--- src/rtl/fq_pkg.sv ---
package fq_pkg;

    localparam int RNG_W     = 2;
    localparam int N_RNG     = 1 << RNG_W;
    localparam int RNG_SHIFT = 3;
    localparam int MANT_W    = 6;
    localparam int LOC_W     = 8;
    localparam int LOC_SPAN  = 192;
    localparam int SEG_W     = 2;
    localparam int N_SEG     = 1 << SEG_W;

    typedef logic [RNG_W-1:0]  rng_t;
    typedef logic [MANT_W-1:0] mant_t;
    typedef logic [LOC_W-1:0]  loc_t;
    typedef logic [SEG_W-1:0]  seg_t;

    // Stage 1 result: chosen range and range-local value
    typedef struct packed {
        logic vld;
        logic sat;
        rng_t rng;
        loc_t loc;
    } sel_t;

    // Stage 2 result: segment and mantissa
    typedef struct packed {
        logic  vld;
        rng_t  rng;
        seg_t  seg;
        mant_t mant;
    } qnt_t;

    // Lowest local value covered by a segment
    function automatic loc_t seg_lo(seg_t s);
        case (s)
            2'd0:    return loc_t'(0);
            2'd1:    return loc_t'(16);
            2'd2:    return loc_t'(64);
            default: return loc_t'(128);
        endcase
    endfunction

    // First mantissa code of a segment
    function automatic mant_t seg_base(seg_t s);
        case (s)
            2'd0:    return mant_t'(0);
            2'd1:    return mant_t'(16);
            2'd2:    return mant_t'(40);
            default: return mant_t'(56);
        endcase
    endfunction

endpackage

--- src/rtl/fq_range_sel.sv ---
module fq_range_sel
    import fq_pkg::*;
#(
    parameter int IN_W = 17
) (
    input  logic            clk,
    input  logic            rst,
    input  logic            in_valid,
    input  logic [IN_W-1:0] in_q,
    output sel_t            sel_q
);

    localparam logic [IN_W-1:0] SPAN_Q = IN_W'(LOC_SPAN);

    logic [IN_W-1:0]  scaled [N_RNG];
    logic [N_RNG-1:0] fits;
    sel_t             nxt;

    // One scaled copy and one fit test per range
    for (genvar g = 0; g < N_RNG; g++) begin : g_rng
        assign scaled[g] = in_q >> (g * RNG_SHIFT);
        assign fits[g]   = (scaled[g] < SPAN_Q);
    end

    // Descending scan so the finest fitting range wins
    always_comb begin
        nxt.vld = in_valid;
        nxt.sat = 1'b1;
        nxt.rng = rng_t'(N_RNG - 1);
        nxt.loc = '1;
        for (int r = N_RNG - 1; r >= 0; r--) begin
            if (fits[r]) begin
                nxt.sat = 1'b0;
                nxt.rng = rng_t'(r);
                nxt.loc = scaled[r][LOC_W-1:0];
            end
        end
    end

    always_ff @(posedge clk) begin
        if (rst) sel_q <= '0;
        else     sel_q <= nxt;
    end

endmodule

--- src/rtl/fq_seg_quant.sv ---
module fq_seg_quant
    import fq_pkg::*;
(
    input  logic clk,
    input  logic rst,
    input  sel_t sel_q,
    output qnt_t qnt_q
);

    logic [N_SEG-1:0] reached;
    seg_t             seg;
    loc_t             offs;
    qnt_t             nxt;

    for (genvar g = 0; g < N_SEG; g++) begin : g_seg
        assign reached[g] = (sel_q.loc >= seg_lo(seg_t'(g)));
    end

    // Highest segment whose lower edge has been reached
    always_comb begin
        seg = '0;
        for (int s = 0; s < N_SEG; s++) begin
            if (reached[s]) seg = seg_t'(s);
        end
    end

    assign offs = sel_q.loc - seg_lo(seg);

    always_comb begin
        nxt.vld = sel_q.vld;
        nxt.rng = sel_q.rng;
        if (sel_q.sat) begin
            nxt.seg  = seg_t'(N_SEG - 1);
            nxt.mant = '1;
        end else begin
            // bin width in local units is 2^segment
            nxt.seg  = seg;
            nxt.mant = seg_base(seg) + mant_t'(offs >> seg);
        end
    end

    always_ff @(posedge clk) begin
        if (rst) qnt_q <= '0;
        else     qnt_q <= nxt;
    end

endmodule

--- src/rtl/fq_recon.sv ---
module fq_recon
    import fq_pkg::*;
#(
    parameter int IN_W = 17
) (
    input  logic              clk,
    input  logic              rst,
    input  qnt_t              qnt_q,
    output logic              out_valid,
    output logic [RNG_W-1:0]  out_range,
    output logic [MANT_W-1:0] out_mant,
    output logic [IN_W-1:0]   out_recon
);

    loc_t            lo_loc;
    logic [IN_W-1:0] lo_lin;
    logic [IN_W-1:0] wid_lin;
    logic [IN_W-1:0] centre;

    assign lo_loc  = seg_lo(qnt_q.seg)
                   + (loc_t'(qnt_q.mant - seg_base(qnt_q.seg)) << qnt_q.seg);
    assign lo_lin  = IN_W'(lo_loc) << (qnt_q.rng * RNG_SHIFT);
    assign wid_lin = IN_W'(1) << (qnt_q.seg + qnt_q.rng * RNG_SHIFT);
    assign centre  = lo_lin + (wid_lin >> 1);

    always_ff @(posedge clk) begin
        if (rst) begin
            out_valid <= 1'b0;
            out_range <= '0;
            out_mant  <= '0;
            out_recon <= '0;
        end else begin
            out_valid <= qnt_q.vld;
            out_range <= qnt_q.rng;
            out_mant  <= qnt_q.mant;
            out_recon <= centre;
        end
    end

endmodule

--- src/rtl/fq_encoder.sv ---
module fq_encoder
    import fq_pkg::*;
#(
    parameter int IN_W = 17
) (
    input  logic              clk,
    input  logic              rst,
    input  logic              in_valid,
    input  logic [IN_W-1:0]   in_q,
    output logic              out_valid,
    output logic [RNG_W-1:0]  out_range,
    output logic [MANT_W-1:0] out_mant,
    output logic [IN_W-1:0]   out_recon
);

    sel_t sel_q;
    qnt_t qnt_q;

    fq_range_sel #(.IN_W(IN_W)) u_sel (
        .clk      (clk),
        .rst      (rst),
        .in_valid (in_valid),
        .in_q     (in_q),
        .sel_q    (sel_q)
    );

    fq_seg_quant u_quant (
        .clk   (clk),
        .rst   (rst),
        .sel_q (sel_q),
        .qnt_q (qnt_q)
    );

    fq_recon #(.IN_W(IN_W)) u_recon (
        .clk       (clk),
        .rst       (rst),
        .qnt_q     (qnt_q),
        .out_valid (out_valid),
        .out_range (out_range),
        .out_mant  (out_mant),
        .out_recon (out_recon)
    );

endmodule

--- config.mk ---
export PLATFORM = sky130hd
export DESIGN_NAME = fq_encoder
export DESIGN_NICKNAME = d
export VERILOG_FILES = /design/src/rtl/fq_pkg.sv /design/src/rtl/fq_range_sel.sv /design/src/rtl/fq_seg_quant.sv /design/src/rtl/fq_recon.sv /design/src/rtl/fq_encoder.sv
export SDC_FILE = /design/constraint.sdc
export NUM_CORES = 1
export LEC_CHECK = 0
export ABC_CLOCK_PERIOD_IN_PS = 11450
export BUFFER_PORTS_ARGS = -buffer_cell sky130_fd_sc_hd__buf_2
export CAP_MARGIN = 20
export CORE_MARGIN = 5
export CORE_UTILIZATION = 33
export CTS_CLUSTER_DIAMETER = 100
export DETAILED_ROUTE_END_ITERATION = 12
export PLACE_DENSITY_LB_ADDON = 0.05
export SYNTH_ARGS = -nofsm -noshare
export SYNTH_HDL_FRONTEND = slang
export SYNTH_SLANG_ARGS = --single-unit
--- constraint.sdc ---
create_clock -name clk -period 11.45 [get_ports clk]
set_clock_uncertainty 0.2 [all_clocks]
set_input_delay 1.145 -clock clk [delete_from_list [all_inputs] [get_ports clk]]
set_output_delay 1.145 -clock clk [all_outputs]
set_load 0.01 [all_outputs]
==> results of run 1 <==
Yosys cell counts, types with 5 or more instances:
cell	instances	area (µm²)
nor3_1	17	85.1
o22ai_1	8	50.1
a21oi_1	37	185
ha_1	30	375
dfxtp_1	49	981
xnor2_1	9	78.8
nor2_1	76	285
clkbuf_1	14	52.6
xor2_1	7	61.3
nor4_1	6	37.5
o21ai_0	18	90.1
nand2_1	28	105
buf_2	5	25.0
a31oi_1	8	50.1
nor2b_1	18	113
mux2i_1	13	130
a211oi_1	12	90.1
a221oi_1	5	43.8
o21a_1	6	45.0
a21o_1	6	45.0
nand2b_1	7	43.8
inv_1	25	93.8
registers in the layout, indices dropped and copies added, names as in the netlist:
register and flops:
u_recon.out_mant 6, u_recon.out_range 2, u_recon.out_valid 1, u_sel.sel_q 12, u_recon.out_recon 17, u_quant.qnt_q 11
layer usage:
layer	vias to the layer above	global-route usage, %	routed length (µm)
li1	1678	-	-
met1	1428	21.0	4660
met2	56	20.7	3670
met3	10	3.44	438
met4	0	4.12	126
met5	-	0	0
where the power goes:
| part | leakage (nW) | internal (W) | switching [W] |
|---|---|---|---|
| combinational | 1.31 | 0.0000925 | 0.000132 |
| sequential | 0.405 | 0.000189 | 0.0000116 |
| clock | 0.0633 | 0.0000726 | 0.0000649 |
cells by family (layout without fill, tap and decap cells):
logic type               count (synthesis)  after routing  synth area share [%]
AND/OR/NAND/NOR                        173            173                  22.6
AO/OA/AOI/OAI                          118            118                  21.2
multiplexers                            20             20                  6.55
adder cells (fa/ha/maj)                 34             34                  12.7
flip-flops                              49             49                  27.3
XOR/XNOR                                16             16                  3.91
buffers and inverters                   50             79                  5.72
path summary, 6_finish.rpt:
kind / startpoint / endpoint / slack (ns) / depth (start not counted)
setup / recovery: u_quant.qnt_q[7] / u_recon.out_recon[16] / 5.66 / 18
hold / removal: u_sel.sel_q[9] / u_quant.qnt_q[9] / 0.24 / 1
hold reg to reg: u_sel.sel_q[9] / u_quant.qnt_q[9] / 0.24 / 1
setup reg to reg: u_quant.qnt_q[7] / u_recon.out_recon[16] / 5.66 / 18
layout by cell type (no fill, tap or decap), types with 9 or more instances in the layout:
| cell | netlist | layout |
|---|---|---|
| dfxtp_1 | 49 | 49 |
| a211oi_1 | 12 | 12 |
| nor2_1 | 76 | 76 |
| ha_1 | 30 | 30 |
| o21ai_0 | 18 | 18 |
| nor3_1 | 17 | 17 |
| buf_2 | 5 | 45 |
| mux2i_1 | 13 | 13 |
| xnor2_1 | 9 | 9 |
| a21oi_1 | 37 | 37 |
| inv_1 | 25 | 25 |
| nand2_1 | 28 | 28 |
| nor2b_1 | 18 | 18 |
stage by stage:
stage / hold WS, ns / total power (W) / worst slack, ns / instance area (µm²) / utilization (%)
finish: 0.244 / 0.000562 / 5.66 / 4010 / 37.3
global route: 0.263 / 0.000610 / 5.31 / 4010 / 37.3
floorplan: 0.214 / 0.000370 / 6.57 / 3590 / -
global placement: 0.217 / 0.000429 / 5.76 / 3880 / 36.1
detailed placement: 0.224 / 0.000428 / 5.71 / 3880 / 36.1
CTS: 0.248 / 0.000570 / 5.68 / 4010 / 37.3
layout make-up:
class | instances | area (µm²)
multi-input combinational | 361 | 2400
tap | 140 | 175
clock buffer | 6 | 82.6
clock inverter | 2 | 41.3
sequential | 49 | 981
inverter | 26 | 97.6
fill | 1182 | 6740
timing repair buffer | 45 | 225
==> run summary, run 1 <==
Port bufs -> 45
Slew @ Worst Pin -> 0.883 ns
Initial core utilization -> 33.4%
Post-CTS Hold Buffers -> 0
Count of cell types in the netlist -> 53
Remaining global-route overflow -> 0
DRC -> 0
Die span in y -> 114 µm
Worst setup path class -> reg2reg
Cts bufs inserted -> 5
Buf+Inv Stages, Crit Path -> 1
Share of layout cells above drive strength 1 -> 14.1%
CP endpoint kind -> flop
Synthesized instance count -> 460
Ports -> 46
Gr usage total -> 14.3%
Clk root buf -> clkbuf_8
Area growth, synth to finish -> 11.6%
Leakage -> 1.77 nW
Pin count of the biggest net entering global routing -> 51
Max incr delay on CP -> 0.66 ns
PwrDens -> 140 nW/µm²
Syn. warnings -> 0
Initial antenna violation count -> 0
ANT cells -> 0
Critical Path Slowest Stage Cell -> dfxtp_1
Setup TNS -> 0 ns
Post-synth EDFFs -> 0
Clock transition at the registers of the reported paths -> 0.10 ns
Antenna Violating Nets Remaining -> 0
Vias/cell -> 5.04
Die width -> 114 µm
CTS tree -> yes
Final-report max-slew violation count -> 0
Max VDD drop -> 0.0000617 V
CORE AREA -> 10,700 µm²
Crit path max fanout -> 13
Period utilization -> 50.6%
Rows -> 38
First-pass GRT wire length -> 15,000 µm
HP Class -> reg2reg
Drt first pass iters -> 5
H-tree levels -> 2
Layout Nets -> 542
Synthesized cell area -> 3590 µm²
Critical Path AT -> 5.85 ns
Delay-heaviest family, CP -> compound AO/OA/AOI/OAI gates
Post-Layout Cell Count -> 629
Status -> finished clean
Vias in the first global route -> 3,057
Clk buf depth -> 2
Final hold viol count -> 0
Post-layout min period -> 5.79 ns
Most used DFF post-synth -> dfxtp_1
Register area share after synthesis -> 27.3%
CTS-repair resized insts -> 0
Worst EP required -> 11.51 ns
Syn_area_per_cell -> 7.80 µm²
Iter 0 DRT Violations -> 97
Startpoint type of the worst setup path -> flop
Yosys reg bits -> 49
Clk_lat worst skew -> 0.33 ns
Cell Chain, Critical Path -> clkinv_1 > ha_1 > xor2_1 > mux4_2 > ha_1 > xor2_1 > mux2i_1 > nor3_1 > a211oi_1 > o22ai_1 > ha_1 > a21o_1 > a21oi_1 > nor3b_1 > a221oi_1 > a31o_2 > or3_1 > a21oi_1
Drt total wl -> 8890 µm
Unrepaired setup endpoints after global routing -> false
Clk sink count -> 49
Average wire per standard cell -> 14.1 µm
Die area -> 13,100 µm²
GP Congestion -> 0.805
Synthesized Nets -> 514
Final setup vio count -> 0
FFs w/ async S/R, synth -> 0%
Max-Cap Viols -> 0
DPL Wire Length -> 6810 µm
Cell repeated most along the worst path -> ha_1
Placed cell count -> 621
Max Fclk -> 0.173 GHz
DR vias -> 3,172
Slew headroom -> 41.2%
Postcts setup bufs -> 0
Note: power is estimated with default switching activity, not from simulation.
==> run 2: changes to the inputs <==
Settings changed: ABC_AREA set to 1, ABC_CLOCK_PERIOD_IN_PS 11450 to 4650.
Clock period 11.45 ns to 4.65 ns, I/O delays scaled along.
==> run summary, run 2 <==
Cts bufs inserted -> 5 (unchanged)
Initial core utilization -> 33.5% (+0.10 points)
Setup TNS -> 0 ns (unchanged)
Port bufs -> 45 (unchanged)
Drt first pass iters -> 5 (unchanged)
WHS Path Cells -> 3 (+2)
PwrDens -> 317 nW/µm² (+130%)
Final hold viol count -> 0 (unchanged)
Post-synth EDFFs -> 0 (unchanged)
Rows -> 38 (unchanged)
Largest regs -> u_recon.out_recon: 17 flops, u_sel.sel_q: 12 flops, u_quant.qnt_q: 11 flops
Reg2reg path depth -> 28 (+10)
Vias in the first global route -> 3,337 (+9.2%)
Max VDD drop -> 0.000113 V (+83%)
Critical Path AT -> 4.26 ns (-1.59 ns)
Pin count of the biggest net entering global routing -> 27 (-47%)
Largest register FFs -> 17 (unchanged)
Share of layout cells above drive strength 1 -> 15.2% (+1.0 points)
Synth area leader -> dfxtp_1
Cell repeated most along the worst path -> nand2_1
Reg2reg start -> u_quant.qnt_q[3]
Die span in y -> 114 µm (+0.14%)
Final setup vio count -> 0 (unchanged)
Synthesized instance count -> 548 (+19%)
Synthesized Nets -> 602 (+17%)
Worst EP required -> 4.66 ns (-6.85 ns)
Placed cell areas -> 3960 µm² (+1.9%)
H-tree levels -> 2 (unchanged)
Most flop-heavy register -> u_recon.out_recon
Clk buf depth -> 2 (unchanged)
GP Congestion -> 0.863 (+7.3%)
Syn_area_per_cell -> 6.57 µm² (-16%)
Clock transition at the registers of the reported paths -> 0.10 ns (about the same)
Clk sink count -> 49 (unchanged)
Synth top area cells -> dfxtp_1, nand2_1, ha_1
Final Instance Area -> 4070 µm² (+1.6%)
Initial antenna violation count -> 0 (unchanged)
Vias/cell -> 4.78 (-5.2%)
HP Class -> in2reg
Antenna Violating Nets Remaining -> 0 (unchanged)
Ports -> 46 (unchanged)
Syn. warnings -> 0 (unchanged)
Clk_lat worst skew -> 0.31 ns (-0.02 ns)
Post-CTS Hold Buffers -> 0 (unchanged)
Most common cell in the netlist -> nand2_1
Worst setup path class -> reg2reg
Hold Startpoint -> in_valid
Die area -> 13,100 µm² (+0.28%)
DR vias -> 3,510 (+11%)
Area growth, synth to finish -> 13.1%
Commonest cells post-synth -> nand2_1, inv_1, nor2_1
Max incr delay on CP -> 0.44 ns (-0.22 ns)
FFs w/ async S/R, synth -> 0% (unchanged)
Yosys reg bits -> 49 (unchanged)
Final-report max-slew violation count -> 0 (unchanged)
Most used DFF post-synth -> dfxtp_1
Period utilization -> 91.4% (+41 points)
Share of the synthesized area in the top cell type -> 27.3% (-0.086 points)
Die width -> 114 µm (+0.14%)
Startpoint type of the worst setup path -> flop
CTS tree -> yes
Gr usage total -> 14.6% (+0.24 points)
DPL Wire Length -> 7360 µm (+8.0%)
Max-Cap Viols -> 0 (unchanged)
First-pass GRT wire length -> 15,500 µm (+2.8%)
Register area share after synthesis -> 27.3% (-0.086 points)
ANT cells -> 0 (unchanged)
CORE AREA -> 10,700 µm² (unchanged)
Critical Path Slowest Stage Cell -> fa_1
Clk root buf -> clkbuf_8
CP endpoint kind -> flop
Slew @ Worst Pin -> 0.727 ns (-0.156 ns)
Status -> finished clean
Most common cell after layout, fill and taps aside -> nand2_1
Iter 0 DRT Violations -> 132 (+36%)
Crit path max fanout -> 5 (-8)
DRC -> 0 (unchanged)
Layout Nets -> 647 (+19%)
Hold worst-path end -> u_sel.sel_q[11]
Synthesized cell area -> 3600 µm² (+0.31%)
Slew headroom -> 51.5% (+10 points)
Post-layout min period -> 4.25 ns (-1.54 ns)
Remaining global-route overflow -> 0 (unchanged)
Max Fclk -> 0.235 GHz (+36%)
Most frequent cells in the layout -> nand2_1, inv_1, nor2_1, dfxtp_1
R2R Setup Slk -> 0.40 ns (-5.26 ns)
Leakage -> 2.10 nW (+18%)
Drt total wl -> 9220 µm (+3.7%)
Count of cell types in the netlist -> 44 (-17%)
Average wire per standard cell -> 12.6 µm (-11%)
FF-to-FF End -> u_recon.out_recon[14]
run 2: cell types whose count changed in the layout (fill, tap and decap cells not counted), sizes merged, moves of 11 or more:
cell	change
nand3	+26
inv	+59
a211oi	-11
nor2b	-18
mux2i	-11
o21ai	+40
nand2	+92
run 2: worst max-delay path, delay by kind of cell (launching register included):
family	cells	cell delay, ns
AO/OA/AOI/OAI	9	1.19
adder cells (fa/ha/maj)	4	1.28
buffers and inverters	4	0.26
flip-flops	1	0.32
AND/OR/NAND/NOR	11	0.87
run 2: repair_timing:
action,CTS,global route
setup buffers,0,2
endpoints found under the setup margin,0,2
gates resized for setup,0,1
run 2: area by class of cell:
type	instances	area, µm²
Multi-Input combinational cell	400	2230
Tap cell	140	175
Fill cell	1241	6680
Timing Repair Buffer	51	270
Sequential cell	49	981
Inverter	86	323
Clock inverter	3	26.3
Clock buffer	5	68.8
run 2: worst max path at each step:
stage	depth (start not counted)	start	to
after floorplan	29	u_quant.qnt_q[7]	u_recon.out_recon[14]
after global placement	28	u_quant.qnt_q[7]	u_recon.out_recon[14]
after detailed placement	28	u_quant.qnt_q[3]	u_recon.out_recon[14]
after CTS	28	u_quant.qnt_q[3]	u_recon.out_recon[14]
after global routing	25	u_quant.qnt_q[3]	u_recon.out_recon[14]
final	28	u_quant.qnt_q[3]	u_recon.out_recon[14]
run 2: metrics by stage:
stage	hold WS [ns]	setup slack [ns]	std cells	util (%)	total power, W
floorplan	0.188	0.696	548	-	0.000879
global placement	0.191	0.407	724	36.8	0.00102
detailed placement	0.197	0.386	724	36.8	0.00101
CTS	0.135	0.323	732	37.7	0.00130
global route	0.157	-0.00249	734	37.9	0.00141
finish	0.152	0.400	734	37.9	0.00129
run 2: cell families (layout without fill, tap and decap cells):
kind of cell,count (synthesis),count (layout),share of synthesized area (%)
AND/OR/NAND/NOR,236,236,27.9
AO/OA/AOI/OAI,126,126,20.2
buffers and inverters,99,145,11.0
flip-flops,49,49,27.3
adder cells (fa/ha/maj),34,34,12.7
XOR/XNOR,2,2,0.487
multiplexers,2,2,0.556
run 2: layer usage:
metal | up-vias | share of wire [%] | global-route usage [%]
met4 | 0 | 1.4 | 4.91
li1 | 1882 | - | -
met1 | 1538 | 51 | 20.3
met5 | - | 0 | 0
met2 | 81 | 43 | 22.6
met3 | 9 | 4.5 | 2.48
run 2: report_power, final:
group / internal [W] / switching, W
combinational: 0.000193 / 0.000341
sequential: 0.000465 / 0.0000168
clock: 0.000110 / 0.000166
total: 0.000767 / 0.000524
==> run 3: changes to the inputs <==
Settings changed: BUFFER_PORTS_ARGS -buffer_cell sky130_fd_sc_hd__buf_2 to -buffer_cell sky130_fd_sc_hd__buf_4, CELL_PAD_IN_SITES_DETAIL_PLACEMENT set to 0, CELL_PAD_IN_SITES_GLOBAL_PLACEMENT set to 1, GPL_ROUTABILITY_DRIVEN set to 0.
==> run summary, run 3 (synthesis gave the netlist of run 2 again) <==
Status -> finished clean
Crit path from -> u_quant.qnt_q[7]
Max incr delay on CP -> 0.43 ns (about the same)
Vias/cell -> 4.74 (-0.98%)
Sw Pwr -> 0.000518 W (-1.0%)
Die width -> 114 µm (unchanged)
Final setup vio count -> 0 (unchanged)
Drt total wl -> 9130 µm (-0.97%)
Clock transition at the registers of the reported paths -> 0.11 ns (about the same)
H-tree levels -> 2 (unchanged)
Setup TNS -> 0 ns (unchanged)
Antenna Violating Nets Remaining -> 0 (unchanged)
Sequential share of power -> 35.8% (-1.5 points)
Iter 0 DRT Violations -> 137 (+3.8%)
Most flop-heavy register -> u_recon.out_recon
Vias in the first global route -> 3,345 (+0.24%)
Clk_lat worst skew -> 0.32 ns (about the same)
Leakage -> 2.13 nW (+1.3%)
Slew @ Worst Pin -> 0.783 ns (+0.0567 ns)
Combinational share of power -> 40.3% (-1.0 points)
# fillers -> 1,186 (-4.4%)
Rows -> 38 (unchanged)
Drt first pass iters -> 4 (-1)
DPL Wire Length -> 7280 µm (-1.0%)
Cts bufs inserted -> 5 (unchanged)
Final-report max-slew violation count -> 0 (unchanged)
Layout Nets -> 646 (-0.15%)
Remaining global-route overflow -> 0 (unchanged)
First-pass GRT wire length -> 16,000 µm (+3.3%)
Max VDD drop -> 0.000123 V (+8.8%)
Startpoint type of the worst setup path -> flop
Placed cell count -> 725 (+0.14%)
Clk buf depth -> 2 (unchanged)
DR vias -> 3,471 (-1.1%)
Crit path max fanout -> 10 (+5)
Clock power frac -> 24.0% (+2.6 points)
DRC -> 0 (unchanged)
Clk root buf -> clkbuf_8
Largest regs -> u_recon.out_recon: 17 flops, u_sel.sel_q: 12 flops, u_quant.qnt_q: 11 flops
Area growth, synth to finish -> 17.3%
HP Class -> in2reg
Cell repeated most along the worst path -> nand2_1
CTS tree -> yes
Hold Startpoint -> in_valid
Die span in y -> 114 µm (unchanged)
Most common cell after layout, fill and taps aside -> nand2_1
Worst EP required -> 4.70 ns (+0.04 ns)
PwrDens -> 321 nW/µm² (+1.2%)
Post-Layout Cell Count -> 733 (-0.14%)
Initial antenna violation count -> 0 (unchanged)
Max Fclk -> 0.242 GHz (+2.7%)
CP endpoint kind -> flop
Average wire per standard cell -> 12.5 µm (-0.83%)
Ports -> 46 (unchanged)
Gr usage total -> 14.9% (+0.33 points)
Die area -> 13,100 µm² (unchanged)
Largest register FFs -> 17 (unchanged)
Cell Chain, Critical Path -> ha_1 > inv_1 > fa_1 > nand2_1 > o21ai_0 > nand2_1 > o21ai_0 > ha_1 > ha_1 > xnor2_1 > o21ai_0 > nand2_1 > nand3_2 > nand3_1 > o31ai_1 > ha_1 > a21oi_1 > o21a_1 > inv_1 > a21oi_1 > nand2_1 > nand2_1 > nor3b_1
Critical Path AT -> 4.19 ns (-0.07 ns)
Slew headroom -> 47.7% (-3.8 points)
Share of layout cells above drive strength 1 -> 15.5% (+0.36 points)
Int Power -> 0.000837 W (+9.1%)
Reg2reg start -> u_quant.qnt_q[7]
Pin count of the biggest net entering global routing -> 27 (unchanged)
Most frequent cells in the layout -> nand2_1, inv_1, nor2_1, buf_4, dfxtp_1
Unrepaired setup endpoints after global routing -> false
Clk sink count -> 49 (unchanged)
Initial core utilization -> 33.5% (unchanged)
Sw Ratio -> 38.3% (-2.3 points)
Final hold viol count -> 0 (unchanged)
Worst setup path class -> reg2reg
Post-layout min period -> 4.14 ns (-0.111 ns)
CORE AREA -> 10,700 µm² (unchanged)
Period utilization -> 89.0% (-2.4 points)
Max-Cap Viols -> 0 (unchanged)
Critical Path Slowest Stage Cell -> fa_1
Port bufs -> 45 (unchanged)
ANT cells -> 0 (unchanged)
-- run 3: cell types whose count changed in the layout (fill, tap and decap cells not counted), sizes merged --
cell,delta
clkinvlp,-2
buf,-1
clkinv,+1
bufinv,+1
-- run 3: layout make-up --
class	instances	area, µm²	share of cell area, %
multi-input combinational	400	2250	53.3
timing repair buffer	50	375	8.89
clock buffer	5	68.8	1.63
inverter	86	323	7.65
tap	140	175	4.15
clock inverter	3	43.8	1.04
sequential	49	985	23.3
-- run 3: path summary, 6_finish.rpt --
check	to	slack, ns	cells after the start
setup / recovery	u_recon.out_recon[15]	0.51	23
hold / removal	u_sel.sel_q[11]	0.14	3
setup reg to reg	u_recon.out_recon[15]	0.51	23
hold reg to reg	u_quant.qnt_q[8]	0.20	2
-- run 3: repair_timing --
action | CTS | global route
endpoints found under the hold margin | 0 | 0
buffers inserted | 0 | 0
resized for setup | 0 | 6
setup endpoints to repair | 0 | 9
hold buffers | 0 | 0
-- run 3: worst max-delay path, delay by kind of cell (launching register included) --
family / cells / cell delay (ns)
AOI/OAI and AO/OA: 7 / 1.07
xor gates and xnor gates: 1 / 0.14
adders and majority gates: 5 / 1.38
buffers and inverters: 2 / 0.12
DFF: 1 / 0.39
and+or+nand+nor: 8 / 0.80
-- run 3: power by group through the flow --
| stage | clock (W) | combinational (W) | sequential [W] |
|---|---|---|---|
| finish | 0.000325 | 0.000546 | 0.000485 |
| global route | 0.000363 | 0.000631 | 0.000491 |
| CTS | 0.000337 | 0.000539 | 0.000486 |
| detailed placement | 0 | 0.000537 | 0.000495 |
| global placement | 0 | 0.000544 | 0.000494 |
| floorplan | 0 | 0.000374 | 0.000505 |
-- run 3: per-layer routing --
layer	vias up	track usage [%]	share of wire (%)	wire [µm]
met5	-	0	0	0
met4	0	3.72	1.1	99
met1	1523	21.4	51	4660
li1	1879	-	-	-
met2	63	22.9	44	4010
met3	6	2.70	3.9	360
-- run 3: per-stage QoR --
step | worst slack (ns) | utilization, % | area, µm² | hold slack (ns) | power, W
after floorplan | 0.696 | - | 3600 | 0.188 | 0.000879
after global placement | 0.248 | 37.9 | 4080 | 0.190 | 0.00104
after detailed placement | 0.203 | 37.9 | 4080 | 0.195 | 0.00103
after CTS | 0.201 | 39.0 | 4190 | 0.129 | 0.00136
after global routing | 0.0126 | 39.3 | 4220 | 0.130 | 0.00149
final | 0.510 | 39.3 | 4220 | 0.144 | 0.00136
